--- config.mk ---
export PLATFORM = sky130hd
export DESIGN_NAME = rtc_bcd_clock
export DESIGN_NICKNAME = d
export VERILOG_FILES = /design/src/rtl/rtc_pkg.sv /design/src/rtl/rtc_unlock.sv /design/src/rtl/rtc_time_core.sv /design/src/rtl/rtc_calendar.sv /design/src/rtl/rtc_bcd_clock.sv
export SDC_FILE = /design/constraint.sdc
export NUM_CORES = 1
export LEC_CHECK = 0
export ABC_AREA = 0
export BUFFER_PORTS_ARGS = -buffer_cell sky130_fd_sc_hd__buf_2
export CAP_MARGIN = 30
export CORE_MARGIN = 5
export CORE_UTILIZATION = 55
export DETAILED_ROUTE_END_ITERATION = 12
export PLACE_DENSITY = 0.88
export SETUP_SLACK_MARGIN = 0.5
export SLEW_MARGIN = 40
export SYNTH_ARGS = -nofsm -noshare
export SYNTH_HDL_FRONTEND = slang
export SYNTH_SLANG_ARGS = --single-unit
--- constraint.sdc ---
create_clock -name clk_i -period 8.95 [get_ports clk_i]
set_input_delay 0.4475 -clock clk_i [delete_from_list [all_inputs] [get_ports clk_i]]
set_output_delay 0.4475 -clock clk_i [all_outputs]
set_load 0.01 [all_outputs]
--- src/rtl/rtc_pkg.sv ---
package rtc_pkg;
  localparam int unsigned ADDR_W = 3;
  localparam int unsigned WORD_W = 32;

  typedef enum logic [ADDR_W-1:0] {
    REG_KEY  = 3'd0,
    REG_TIME = 3'd1,
    REG_DATE = 3'd2,
    REG_WDAY = 3'd3,
    REG_FMT  = 3'd4,
    REG_LEAP = 3'd5,
    REG_DST  = 3'd6
  } reg_idx_e;

  function automatic logic [7:0] bin2bcd(input logic [6:0] v);
    logic [6:0] t, u;
    t = v / 7'd10;
    u = v % 7'd10;
    return {t[3:0], u[3:0]};
  endfunction

  function automatic logic [6:0] bcd2bin(input logic [7:0] b);
    return ({3'b0, b[7:4]} * 7'd10) + {3'b0, b[3:0]};
  endfunction

  function automatic logic [4:0] month_days(input logic [3:0] m, input logic leap);
    case (m)
      4'd2:                      return leap ? 5'd29 : 5'd28;
      4'd4, 4'd6, 4'd9, 4'd11:   return 5'd30;
      default:                   return 5'd31;
    endcase
  endfunction
endpackage

--- src/rtl/rtc_unlock.sv ---
module rtc_unlock #(
  parameter logic [31:0] KEY = 32'hA5EB1357
) (
  input  logic        clk_i,
  input  logic        rst_ni,
  input  logic        key_wr_i,
  input  logic [31:0] key_i,
  output logic        active_o
);
  always_ff @(posedge clk_i or negedge rst_ni) begin
    if (!rst_ni)                        active_o <= 1'b0;
    else if (key_wr_i && key_i == KEY)  active_o <= 1'b1;
  end
endmodule

--- src/rtl/rtc_time_core.sv ---
module rtc_time_core (
  input  logic       clk_i,
  input  logic       rst_ni,
  input  logic       clr_i,
  input  logic       ld_i,
  input  logic [5:0] ld_sec_i,
  input  logic [5:0] ld_min_i,
  input  logic [4:0] ld_hr_i,
  input  logic       tick_i,
  input  logic       add_i,
  input  logic       sub_i,
  output logic [5:0] sec_o,
  output logic [5:0] min_o,
  output logic [4:0] hr_o,
  output logic       day_inc_o,
  output logic       day_dec_o
);
  logic wrap_s, wrap_m, wrap_h, step;

  assign wrap_s = sec_o >= 6'd59;
  assign wrap_m = min_o >= 6'd59;
  assign wrap_h = hr_o  >= 5'd23;
  assign step   = tick_i & ~add_i & ~sub_i;

  assign day_inc_o = ~clr_i & ~ld_i & ((add_i & wrap_h) | (step & wrap_s & wrap_m & wrap_h));
  assign day_dec_o = ~clr_i & ~ld_i & ~add_i & sub_i & (hr_o == 5'd0);

  always_ff @(posedge clk_i or negedge rst_ni) begin
    if (!rst_ni) begin
      sec_o <= '0; min_o <= '0; hr_o <= '0;
    end else if (clr_i) begin
      sec_o <= '0; min_o <= '0; hr_o <= '0;
    end else if (ld_i) begin
      sec_o <= ld_sec_i; min_o <= ld_min_i; hr_o <= ld_hr_i;
    end else if (add_i) begin
      hr_o <= wrap_h ? 5'd0 : hr_o + 5'd1;
    end else if (sub_i) begin
      hr_o <= (hr_o == 5'd0) ? 5'd23 : hr_o - 5'd1;
    end else if (tick_i) begin
      sec_o <= wrap_s ? 6'd0 : sec_o + 6'd1;
      if (wrap_s) begin
        min_o <= wrap_m ? 6'd0 : min_o + 6'd1;
        if (wrap_m) hr_o <= wrap_h ? 5'd0 : hr_o + 5'd1;
      end
    end
  end
endmodule

--- src/rtl/rtc_calendar.sv ---
module rtc_calendar
  import rtc_pkg::*;
(
  input  logic       clk_i,
  input  logic       rst_ni,
  input  logic       clr_i,
  input  logic       ld_date_i,
  input  logic [4:0] ld_day_i,
  input  logic [3:0] ld_mon_i,
  input  logic [6:0] ld_yr_i,
  input  logic       ld_wday_i,
  input  logic [2:0] ld_wval_i,
  input  logic       inc_i,
  input  logic       dec_i,
  output logic [4:0] day_o,
  output logic [3:0] mon_o,
  output logic [6:0] yr_o,
  output logic [2:0] wday_o,
  output logic       leap_o
);
  localparam logic [2:0] WDAY_RST = 3'd6;
  localparam logic [2:0] WDAY_MAX = 3'd6;

  logic [3:0] prev_mon;
  logic [6:0] prev_yr;
  logic [4:0] dim_cur, dim_prev;

  assign leap_o   = (yr_o[1:0] == 2'd0);
  assign prev_mon = (mon_o <= 4'd1) ? 4'd12 : mon_o - 4'd1;
  assign prev_yr  = (mon_o <= 4'd1) ? ((yr_o == 7'd0) ? 7'd99 : yr_o - 7'd1) : yr_o;
  assign dim_cur  = month_days(mon_o, leap_o);
  assign dim_prev = month_days(prev_mon, prev_yr[1:0] == 2'd0);

  always_ff @(posedge clk_i or negedge rst_ni) begin
    if (!rst_ni) begin
      day_o <= 5'd1; mon_o <= 4'd1; yr_o <= '0;
    end else if (clr_i) begin
      day_o <= 5'd1; mon_o <= 4'd1; yr_o <= '0;
    end else if (ld_date_i) begin
      day_o <= ld_day_i; mon_o <= ld_mon_i; yr_o <= ld_yr_i;
    end else if (inc_i) begin
      if (day_o >= dim_cur) begin
        day_o <= 5'd1;
        if (mon_o >= 4'd12) begin
          mon_o <= 4'd1;
          yr_o  <= (yr_o >= 7'd99) ? 7'd0 : yr_o + 7'd1;
        end else begin
          mon_o <= mon_o + 4'd1;
        end
      end else begin
        day_o <= day_o + 5'd1;
      end
    end else if (dec_i) begin
      if (day_o <= 5'd1) begin
        day_o <= dim_prev; mon_o <= prev_mon; yr_o <= prev_yr;
      end else begin
        day_o <= day_o - 5'd1;
      end
    end
  end

  always_ff @(posedge clk_i or negedge rst_ni) begin
    if (!rst_ni)        wday_o <= WDAY_RST;
    else if (clr_i)     wday_o <= WDAY_RST;
    else if (ld_wday_i) wday_o <= ld_wval_i;
    else if (inc_i)     wday_o <= (wday_o >= WDAY_MAX) ? 3'd0 : wday_o + 3'd1;
    else if (dec_i)     wday_o <= (wday_o == 3'd0) ? WDAY_MAX : wday_o - 3'd1;
  end
endmodule

--- src/rtl/rtc_bcd_clock.sv ---
module rtc_bcd_clock
  import rtc_pkg::*;
#(
  parameter logic [WORD_W-1:0] UNLOCK_KEY = 32'hA5EB1357
) (
  input  logic              clk_i,
  input  logic              rst_ni,
  input  logic              sec_tick_i,
  input  logic              wr_en_i,
  input  logic [ADDR_W-1:0] wr_addr_i,
  input  logic [WORD_W-1:0] wr_data_i,
  input  logic [ADDR_W-1:0] rd_addr_i,
  output logic [WORD_W-1:0] rd_data_o,
  output logic [WORD_W-1:0] time_o,
  output logic [WORD_W-1:0] date_o,
  output logic [2:0]        weekday_o,
  output logic              leap_o
);
  logic active, fmt24, dst_rec;
  logic wr_ok, ld_time, ld_date, wr_wday, ld_wday, wr_fmt, wr_dst;
  logic dst_add, dst_sub, tick_eff, day_inc, day_dec;
  logic [5:0] sec, min;
  logic [4:0] hr, day;
  logic [3:0] mon;
  logic [6:0] yr;
  logic [4:0] ld_hr, h12_in, h12_out;
  logic [7:0] hr_byte;

  rtc_unlock #(.KEY(UNLOCK_KEY)) i_unlock (
    .clk_i    (clk_i),
    .rst_ni   (rst_ni),
    .key_wr_i (wr_en_i && wr_addr_i == REG_KEY),
    .key_i    (wr_data_i),
    .active_o (active)
  );

  assign wr_ok    = wr_en_i & active;
  assign ld_time  = wr_ok & (wr_addr_i == REG_TIME);
  assign ld_date  = wr_ok & (wr_addr_i == REG_DATE);
  assign wr_wday  = wr_ok & (wr_addr_i == REG_WDAY);
  assign ld_wday  = wr_wday & (wr_data_i[2:0] != 3'd7);
  assign wr_fmt   = wr_ok & (wr_addr_i == REG_FMT);
  assign wr_dst   = wr_ok & (wr_addr_i == REG_DST);
  assign dst_add  = wr_dst & wr_data_i[0] & ~wr_data_i[1];
  assign dst_sub  = wr_dst & wr_data_i[1] & ~wr_data_i[0];
  // any register write that moves time or date swallows the second pulse
  assign tick_eff = sec_tick_i & active & ~(ld_time | ld_date | wr_wday | wr_dst);

  // hour decode from the written word, scale chosen by current format
  assign h12_in = (wr_data_i[20] ? 5'd10 : 5'd0) + {1'b0, wr_data_i[19:16]};
  assign ld_hr  = fmt24
                ? 5'(bcd2bin({2'b0, wr_data_i[21:16]}))
                : ((h12_in == 5'd12) ? 5'd0 : h12_in) + (wr_data_i[21] ? 5'd12 : 5'd0);

  rtc_time_core i_time (
    .clk_i     (clk_i),
    .rst_ni    (rst_ni),
    .clr_i     (~active),
    .ld_i      (ld_time),
    .ld_sec_i  (6'(bcd2bin({1'b0, wr_data_i[6:0]}))),
    .ld_min_i  (6'(bcd2bin({1'b0, wr_data_i[14:8]}))),
    .ld_hr_i   (ld_hr),
    .tick_i    (tick_eff),
    .add_i     (dst_add),
    .sub_i     (dst_sub),
    .sec_o     (sec),
    .min_o     (min),
    .hr_o      (hr),
    .day_inc_o (day_inc),
    .day_dec_o (day_dec)
  );

  rtc_calendar i_cal (
    .clk_i     (clk_i),
    .rst_ni    (rst_ni),
    .clr_i     (~active),
    .ld_date_i (ld_date),
    .ld_day_i  (5'(bcd2bin({2'b0, wr_data_i[5:0]}))),
    .ld_mon_i  (4'(bcd2bin({3'b0, wr_data_i[12:8]}))),
    .ld_yr_i   (bcd2bin(wr_data_i[23:16])),
    .ld_wday_i (ld_wday),
    .ld_wval_i (wr_data_i[2:0]),
    .inc_i     (day_inc),
    .dec_i     (day_dec),
    .day_o     (day),
    .mon_o     (mon),
    .yr_o      (yr),
    .wday_o    (weekday_o),
    .leap_o    (leap_o)
  );

  always_ff @(posedge clk_i or negedge rst_ni) begin
    if (!rst_ni)     fmt24 <= 1'b1;
    else if (!active) fmt24 <= 1'b1;
    else if (wr_fmt) fmt24 <= wr_data_i[0];
  end

  always_ff @(posedge clk_i or negedge rst_ni) begin
    if (!rst_ni)       dst_rec <= 1'b0;
    else if (!active)  dst_rec <= 1'b0;
    else if (dst_add)  dst_rec <= 1'b1;
    else if (dst_sub)  dst_rec <= 1'b0;
    else if (wr_dst && !wr_data_i[0] && !wr_data_i[1]) dst_rec <= wr_data_i[2];
  end

  // hour presentation: BCD 00-23, or {PM, tens, units} with 12,1..11
  assign h12_out = (hr == 5'd0) ? 5'd12 : ((hr > 5'd12) ? hr - 5'd12 : hr);
  assign hr_byte = fmt24
                 ? bin2bcd({2'b0, hr})
                 : {2'b0, hr >= 5'd12, h12_out >= 5'd10,
                    4'((h12_out >= 5'd10) ? h12_out - 5'd10 : h12_out)};

  assign time_o = {8'b0, hr_byte, bin2bcd({1'b0, min}), bin2bcd({1'b0, sec})};
  assign date_o = {8'b0, bin2bcd(yr), bin2bcd({3'b0, mon}), bin2bcd({2'b0, day})};

  always_comb begin
    case (rd_addr_i)
      REG_KEY:  rd_data_o = {31'b0, active};
      REG_TIME: rd_data_o = time_o;
      REG_DATE: rd_data_o = date_o;
      REG_WDAY: rd_data_o = {29'b0, weekday_o};
      REG_FMT:  rd_data_o = {31'b0, fmt24};
      REG_LEAP: rd_data_o = {31'b0, leap_o};
      REG_DST:  rd_data_o = {29'b0, dst_rec, 2'b0};
      default:  rd_data_o = '0;
    endcase
  end
endmodule

==> impl_metrics.env, run 1 <==
export IMPL_nNetsFinal=1084
export IMPL_whs_ns=0.147
export IMPL_route_met2_wl_um=8970
export IMPL_gp_congestion=0.959
export IMPL_synth_edff_count=0
export IMPL_top_layer_used="met4"
export IMPL_grt_max_degree=40
export IMPL_syn2layout_area_growth_pct=8.09
export IMPL_regArea_um2=983
export IMPL_slew_headroom=0.451
export IMPL_grt_pass1_wl_um=31200
export IMPL_cpPeakStageDelay_ns=0.55
export IMPL_finalSetupViolCount=0
export IMPL_rsz0062_at_grt="no"
export IMPL_cts_tree="done"
export IMPL_drt_iter0_markers=925
export IMPL_postCtsSetupBuffers=0
export IMPL_grt_overflow=0
export IMPL_wl_per_cell_um=17.4
export IMPL_postRouteAntennaNets=0
export IMPL_dr_pass1_iters=6
export IMPL_cp_cell_sequence="inv_1 > ha_1 > inv_1 > ha_1 > a31oi_2 > xnor2_1 > ha_1 > inv_1 > o21ai_0 > o32ai_1 > nand2_1 > o311a_1 > a21o_1 > a31o_2 > buf_2"
export IMPL_worst_r2r_path_depth=11
export IMPL_finalCriticalPeriod_ns=4.36
export IMPL_synth_cell_types=93
export IMPL_slowest_stage="dfrtp_1"
export IMPL_status="finished, final reports clean"
export IMPL_worstPathArrival_ns=3.91
export IMPL_num_fill_cells=1072
export IMPL_end_kind="output port"
export IMPL_io_pins=142
export IMPL_yosysWarnings=0
export IMPL_dieArea_mm2=0.0146
export IMPL_viasPerCell=6.32
export IMPL_holdBufCountCts=0
export IMPL_synthArstFlopShare=1.00
export IMPL_cts_made_buffers=5
export IMPL_core_area_mm2=0.0121
export IMPL_cp_max_fo=15
export IMPL_startpoint="i_time.hr_o[2]"
export IMPL_wl_um=19800
export IMPL_slew_violations=0
export IMPL_layout_common_cells="buf_2, nand2_1, nor2_1"
export IMPL_hold_viol=0
export IMPL_powerDensity_mw_per_mm2=69.1
export IMPL_start_util=0.561
export IMPL_start_kind="flop"
export IMPL_htree_levels=2
export IMPL_cts_root_buf="clkbuf_16"
export IMPL_antenna_found_initial=1
export IMPL_drive_gt1_frac=0.158
export IMPL_num_vias=7189
export IMPL_routedLengthMet1_um=8060
export IMPL_clk_pin_slew_ns=0.06
export IMPL_rows=40
export IMPL_wl_met3_um=1970
export IMPL_reg2reg_to="i_cal.yr_o[4]"
export IMPL_clock_latency_ns=0.29
export IMPL_dp_hpwl_um=14900
export IMPL_final_common_cell="buf_2"
export IMPL_synthCells=910
export IMPL_cp_required_ns=8.50
export IMPL_multi_input_area_mm2=0.00518
export IMPL_worst_r2r_setup_slack_ns=5.48
export IMPL_hold_path_class="in -> async"
export IMPL_die_y_um=121
export IMPL_io_buffer_count=106
export IMPL_die_x_um=121
export IMPL_clock_sinks=39
export IMPL_clockBufferDepth=2
export IMPL_synth_ff_type="dfrtp_1"
export IMPL_avgSynthCellArea_um2=7.44
export IMPL_worst_pin_slew_ns=0.824
export IMPL_synthesis_area_mm2=0.00677
export IMPL_grt_pass1_vias=6373
export IMPL_ys_ff_latch=39
export IMPL_path_class="reg -> out"
export IMPL_clock_skew_ns=0.00910
export IMPL_drc_errors=0
export IMPL_drv_cap=0
export IMPL_clock_fmax_ghz=0.230
export IMPL_power_leakage_uw=0.00340
export IMPL_reg2reg_from="i_cal.yr_o[1]"
export IMPL_track_usage=0.256
export IMPL_vdd_drop_max_mv=0.0742
export IMPL_fin_tns_setup_ns=0
export IMPL_cts_resized=0
export IMPL_synth_seq_area_share=0.145
export IMPL_post_route_period_util=0.487
==> flip-flops by register name (all words and copies together) (netlist names) <==
| name | flops |
|---|---|
| dst_rec | 1 |
| fmt24 | 1 |
| i_cal.day_o | 5 |
| i_cal.mon_o | 4 |
| i_cal.wday_o | 3 |
| i_cal.yr_o | 7 |
| i_time.hr_o | 5 |
| i_time.min_o | 6 |
| i_time.sec_o | 6 |
| i_unlock.active_o | 1 |
==> cells by family (layout without fill, tap and decap cells) <==
kind of cell               count (synthesis)  count (layout)  synth area share
xor gates and xnor gates                  44              44            0.0580
adders and majority gates                 76              76             0.145
AOI/OAI and AO/OA                        302             302             0.302
other                                      1              36          0.000554
DFF                                       39              39             0.145
muxes                                     12              12            0.0200
and+or+nand+nor                          290             290             0.218
buffers and inverters                    146             171             0.111
==> power by group <==
group          total (uW)  switching, uW  internal [uW]
logic                94.4           58.6           35.8
registers             176    0.000000561            176
clock network         235           74.9            160
==> how the worst max path moves through the flow <==
| stage | endpoint | slack [ns] | cells after the start |
|---|---|---|---|
| after global routing | rd_data_o[17] | 4.31 | 15 |
| after floorplan | rd_data_o[17] | 5.47 | 14 |
| after global placement | rd_data_o[17] | 5.14 | 15 |
| final | rd_data_o[17] | 4.59 | 15 |
| after detailed placement | rd_data_o[17] | 4.99 | 15 |
| after CTS | rd_data_o[17] | 4.67 | 15 |
==> synth_stat cells (all sizes together), types with 8 or more instances <==
cell type  count  share of area
nor3          26          0.021
a31oi         20          0.019
inv           54          0.030
ha            69           0.13
o22ai         15          0.015
nand3         20          0.016
mux2i          9          0.013
o21ai         75          0.055
o21a           9          0.010
dfrtp         34           0.13
o211ai        11          0.013
a22o          15          0.019
and2           9         0.0083
buf           65          0.066
a211oi         9          0.011
clkbuf        26          0.014
nor2b         18          0.017
xnor2         30          0.040
nand2         76          0.042
xor2          14          0.018
a21o           8         0.0089
nand2b        13          0.012
a21oi         64          0.047
nor2          78          0.046
==> layout make-up <==
cell class,instances,share of cell area
Antenna cell,1,0.000342
Clock buffer,6,0.0176
Clock inverter,2,0.00821
Inverter,55,0.0282
Multi-Input combinational cell,759,0.708
Sequential cell,39,0.134
Tap cell,168,0.0287
Timing Repair Buffer,108,0.0745
==> per-layer routing <==
metal | GRT usage | up-vias
met5 | 0 | -
li1 | - | 3364
met2 | 0.413 | 469
met1 | 0.350 | 3281
met3 | 0.0289 | 75
met4 | 0.0949 | 0
==> critical path: cells and delay by family, from the launching register on <==
kind                       cells  cell delay (ns)
AOI/OAI and AO/OA              6             1.42
adders and majority gates      3             0.78
buffers and inverters          4             0.58
DFF                            1             0.55
xor gates and xnor gates       1             0.14
and+or+nand+nor                1             0.13
==> through the flow <==
step	instance area, um^2	instances	power (uW)	util	setup slack (ns)
2_1_floorplan	6900	944	246	-	5.47
3_3_place_gp	7100	1128	269	0.589	5.14
3_5_place_dp	7110	1128	271	0.589	4.99
4_1_cts	7300	1136	503	0.605	4.67
5_1_grt	7320	1138	521	0.607	4.31
6_report	7320	1138	506	0.607	4.59
No activity file was read; power rests on OpenSTA's default activity.
==> inputs of run 2 (changes only) <==
==> constraint.sdc (replaced) <==
create_clock -name clk_i -period 4.2 [get_ports clk_i]
set_input_delay 0.21 -clock clk_i [delete_from_list [all_inputs] [get_ports clk_i]]
set_output_delay 0.21 -clock clk_i [all_outputs]
set_load 0.01 [all_outputs]
==> run 2 against run 1 <==
First-iteration DRC count shrank 18%. Highest routed layer unchanged. Core utilization grew 0.72 points. Total power up 93%. Die area is the same. Cell count grew 0.97%. Worst setup slack lost 3.9 ns. Sequential power grew 110%. Design area up 1.2%. Critical path depth shrank 2. Via count about the same.
==> impl_metrics.env, run 2 (synthesized netlist as in run 1, its figures left out) <==
export IMPL_grt_pass1_vias=6277
export IMPL_io_pins=142
export IMPL_vdd_drop_max_mv=0.127
export IMPL_worst_pin_slew_ns=0.797
export IMPL_dr_pass1_iters=6
export IMPL_num_fill_cells=1075
export IMPL_clk_pin_slew_ns=0.06
export IMPL_status="finished, final reports clean"
export IMPL_drv_cap=0
export IMPL_slew_headroom=0.468
export IMPL_wl_per_cell_um=17.1
export IMPL_finalSetupViolCount=0
export IMPL_whs_ns=0.271
export IMPL_wl_um=19700
export IMPL_clock_latency_ns=0.28
export IMPL_drt_iter0_markers=763
export IMPL_fin_tns_setup_ns=0
export IMPL_track_usage=0.250
export IMPL_cp_max_fo=9
export IMPL_worst_r2r_setup_slack_ns=0.91
export IMPL_min_from="wr_data_i[8]"
export IMPL_grt_max_degree=40
export IMPL_core_area_mm2=0.0121
export IMPL_grt_busiest_layer="met2"
export IMPL_use_met3=0.0354
export IMPL_hold_depth=3
export IMPL_die_x_um=121
export IMPL_top_regs="i_cal.yr_o x7, i_time.min_o x6, i_time.sec_o x6"
export IMPL_hold_path_class="in -> reg"
export IMPL_viasPerCell=6.25
export IMPL_reg2reg_to="i_cal.yr_o[3]"
export IMPL_rsz0062_at_grt="no"
export IMPL_layout_common_cells="buf_2, nand2_1, nor2_1"
export IMPL_path_class="reg -> out"
export IMPL_die_y_um=121
export IMPL_power_leakage_uw=0.00345
export IMPL_start_util=0.561
export IMPL_placed_area_mm2=0.00717
export IMPL_slew_violations=0
export IMPL_postRouteAntennaNets=0
export IMPL_dp_hpwl_um=14700
export IMPL_worstPathArrival_ns=3.33
export IMPL_post_route_period_util=0.843
export IMPL_drc_errors=0
export IMPL_cp_required_ns=3.99
export IMPL_clock_sinks=39
export IMPL_reg2reg_from="i_cal.mon_o[0]"
export IMPL_antenna_found_initial=2
export IMPL_dieArea_mm2=0.0146
export IMPL_grt_pass1_wl_um=30600
export IMPL_cts_root_buf="clkbuf_16"
export IMPL_clockBufferDepth=2
export IMPL_htree_levels=2
export IMPL_hold_viol=0
export IMPL_rows=40
export IMPL_io_buffer_count=106
export IMPL_powerDensity_mw_per_mm2=132
export IMPL_largest_register_ffs=7
export IMPL_met2_usage=0.401
export IMPL_end_kind="output port"
export IMPL_worst_r2r_path_depth=12
export IMPL_start_kind="flop"
export IMPL_syn2layout_area_growth_pct=9.37
export IMPL_cts_made_buffers=5
export IMPL_drive_gt1_frac=0.177
export IMPL_grt_overflow=0
export IMPL_met1_usage=0.344
export IMPL_stdcell_area_mm2=0.00741
export IMPL_final_util=0.614
export IMPL_num_vias=7186
export IMPL_clock_skew_ns=0.00465
export IMPL_finalCriticalPeriod_ns=3.54
export IMPL_startpoint="i_time.hr_o[1]"
export IMPL_clock_fmax_ghz=0.282
export IMPL_cts_tree="done"
export IMPL_final_common_cell="buf_2"
export IMPL_gp_congestion=0.957
export IMPL_nNetsFinal=1094
export IMPL_hold_end="i_time.min_o[0]"
export IMPL_top_register="i_cal.yr_o"
run 2: cell types whose count changed in the layout (fill, tap and decap cells not counted), sizes merged:
| cell | change |
|---|---|
| clkbuf | +2 |
| diode | +1 |
| bufinv | -2 |
| buf | +9 |
| dlygate4sd3 | +1 |
run 2: layer usage:
| metal | part of all wire | wire (um) | vias up |
|---|---|---|---|
| met3 | 0.10 | 2030 | 59 |
| met2 | 0.46 | 9000 | 427 |
| met5 | 0 | 0 | - |
| li1 | - | - | 3401 |
| met1 | 0.41 | 7970 | 3299 |
| met4 | 0.033 | 658 | 0 |
run 2: layout make-up:
cell class | count | area [um^2] | area share
Tap cell | 168 | 210 | 0.0284
Clock buffer | 8 | 156 | 0.0211
Sequential cell | 39 | 988 | 0.133
Inverter | 55 | 206 | 0.0279
Antenna cell | 2 | 5.00 | 0.000676
Multi-Input combinational cell | 759 | 5210 | 0.704
Timing Repair Buffer | 118 | 626 | 0.0845
run 2: critical path: stages (launching register included):
cell      delay, ns
dfrtp_1        0.51
inv_1          0.17
ha_1           0.32
a21boi_0       0.30
o21a_1         0.15
nor2_1         0.06
a21oi_1        0.18
ha_1           0.22
nand2_1        0.06
a21oi_1        0.29
o21ai_1        0.18
a21o_1         0.24
a31o_2         0.25
buf_2          0.13
run 2: worst max-delay path by stage:
stage	end	slack [ns]	depth (start not counted)
5_1_grt	rd_data_o[2]	0.47	11
6_report	rd_data_o[17]	0.66	13
4_1_cts	rd_data_o[17]	0.48	15
2_1_floorplan	rd_data_o[17]	0.96	14
3_5_place_dp	rd_data_o[17]	0.53	15
3_3_place_gp	rd_data_o[17]	0.68	14
run 2: power breakdown:
group	switching (uW)	total, uW	internal (uW)
Combinational	123	200	77.0
Clock	150	403	253
Sequential	0.00000108	376	376
run 2: per-stage QoR:
step / worst slack [ns] / cells / total power (uW)
6_report: 0.660 / 1149 / 978
5_1_grt: 0.469 / 1149 / 1010
4_1_cts: 0.475 / 1145 / 974
3_5_place_dp: 0.526 / 1136 / 577
3_3_place_gp: 0.681 / 1136 / 572
2_1_floorplan: 0.956 / 944 / 524
run 2: timing repair:
item	4_1_cts	5_1_grt
hold endpoints to repair	34	0
setup endpoints to repair	7	9
pin swaps	0	1
setup buffers	0	2
hold buffers	1	0
gates resized for setup	5	12
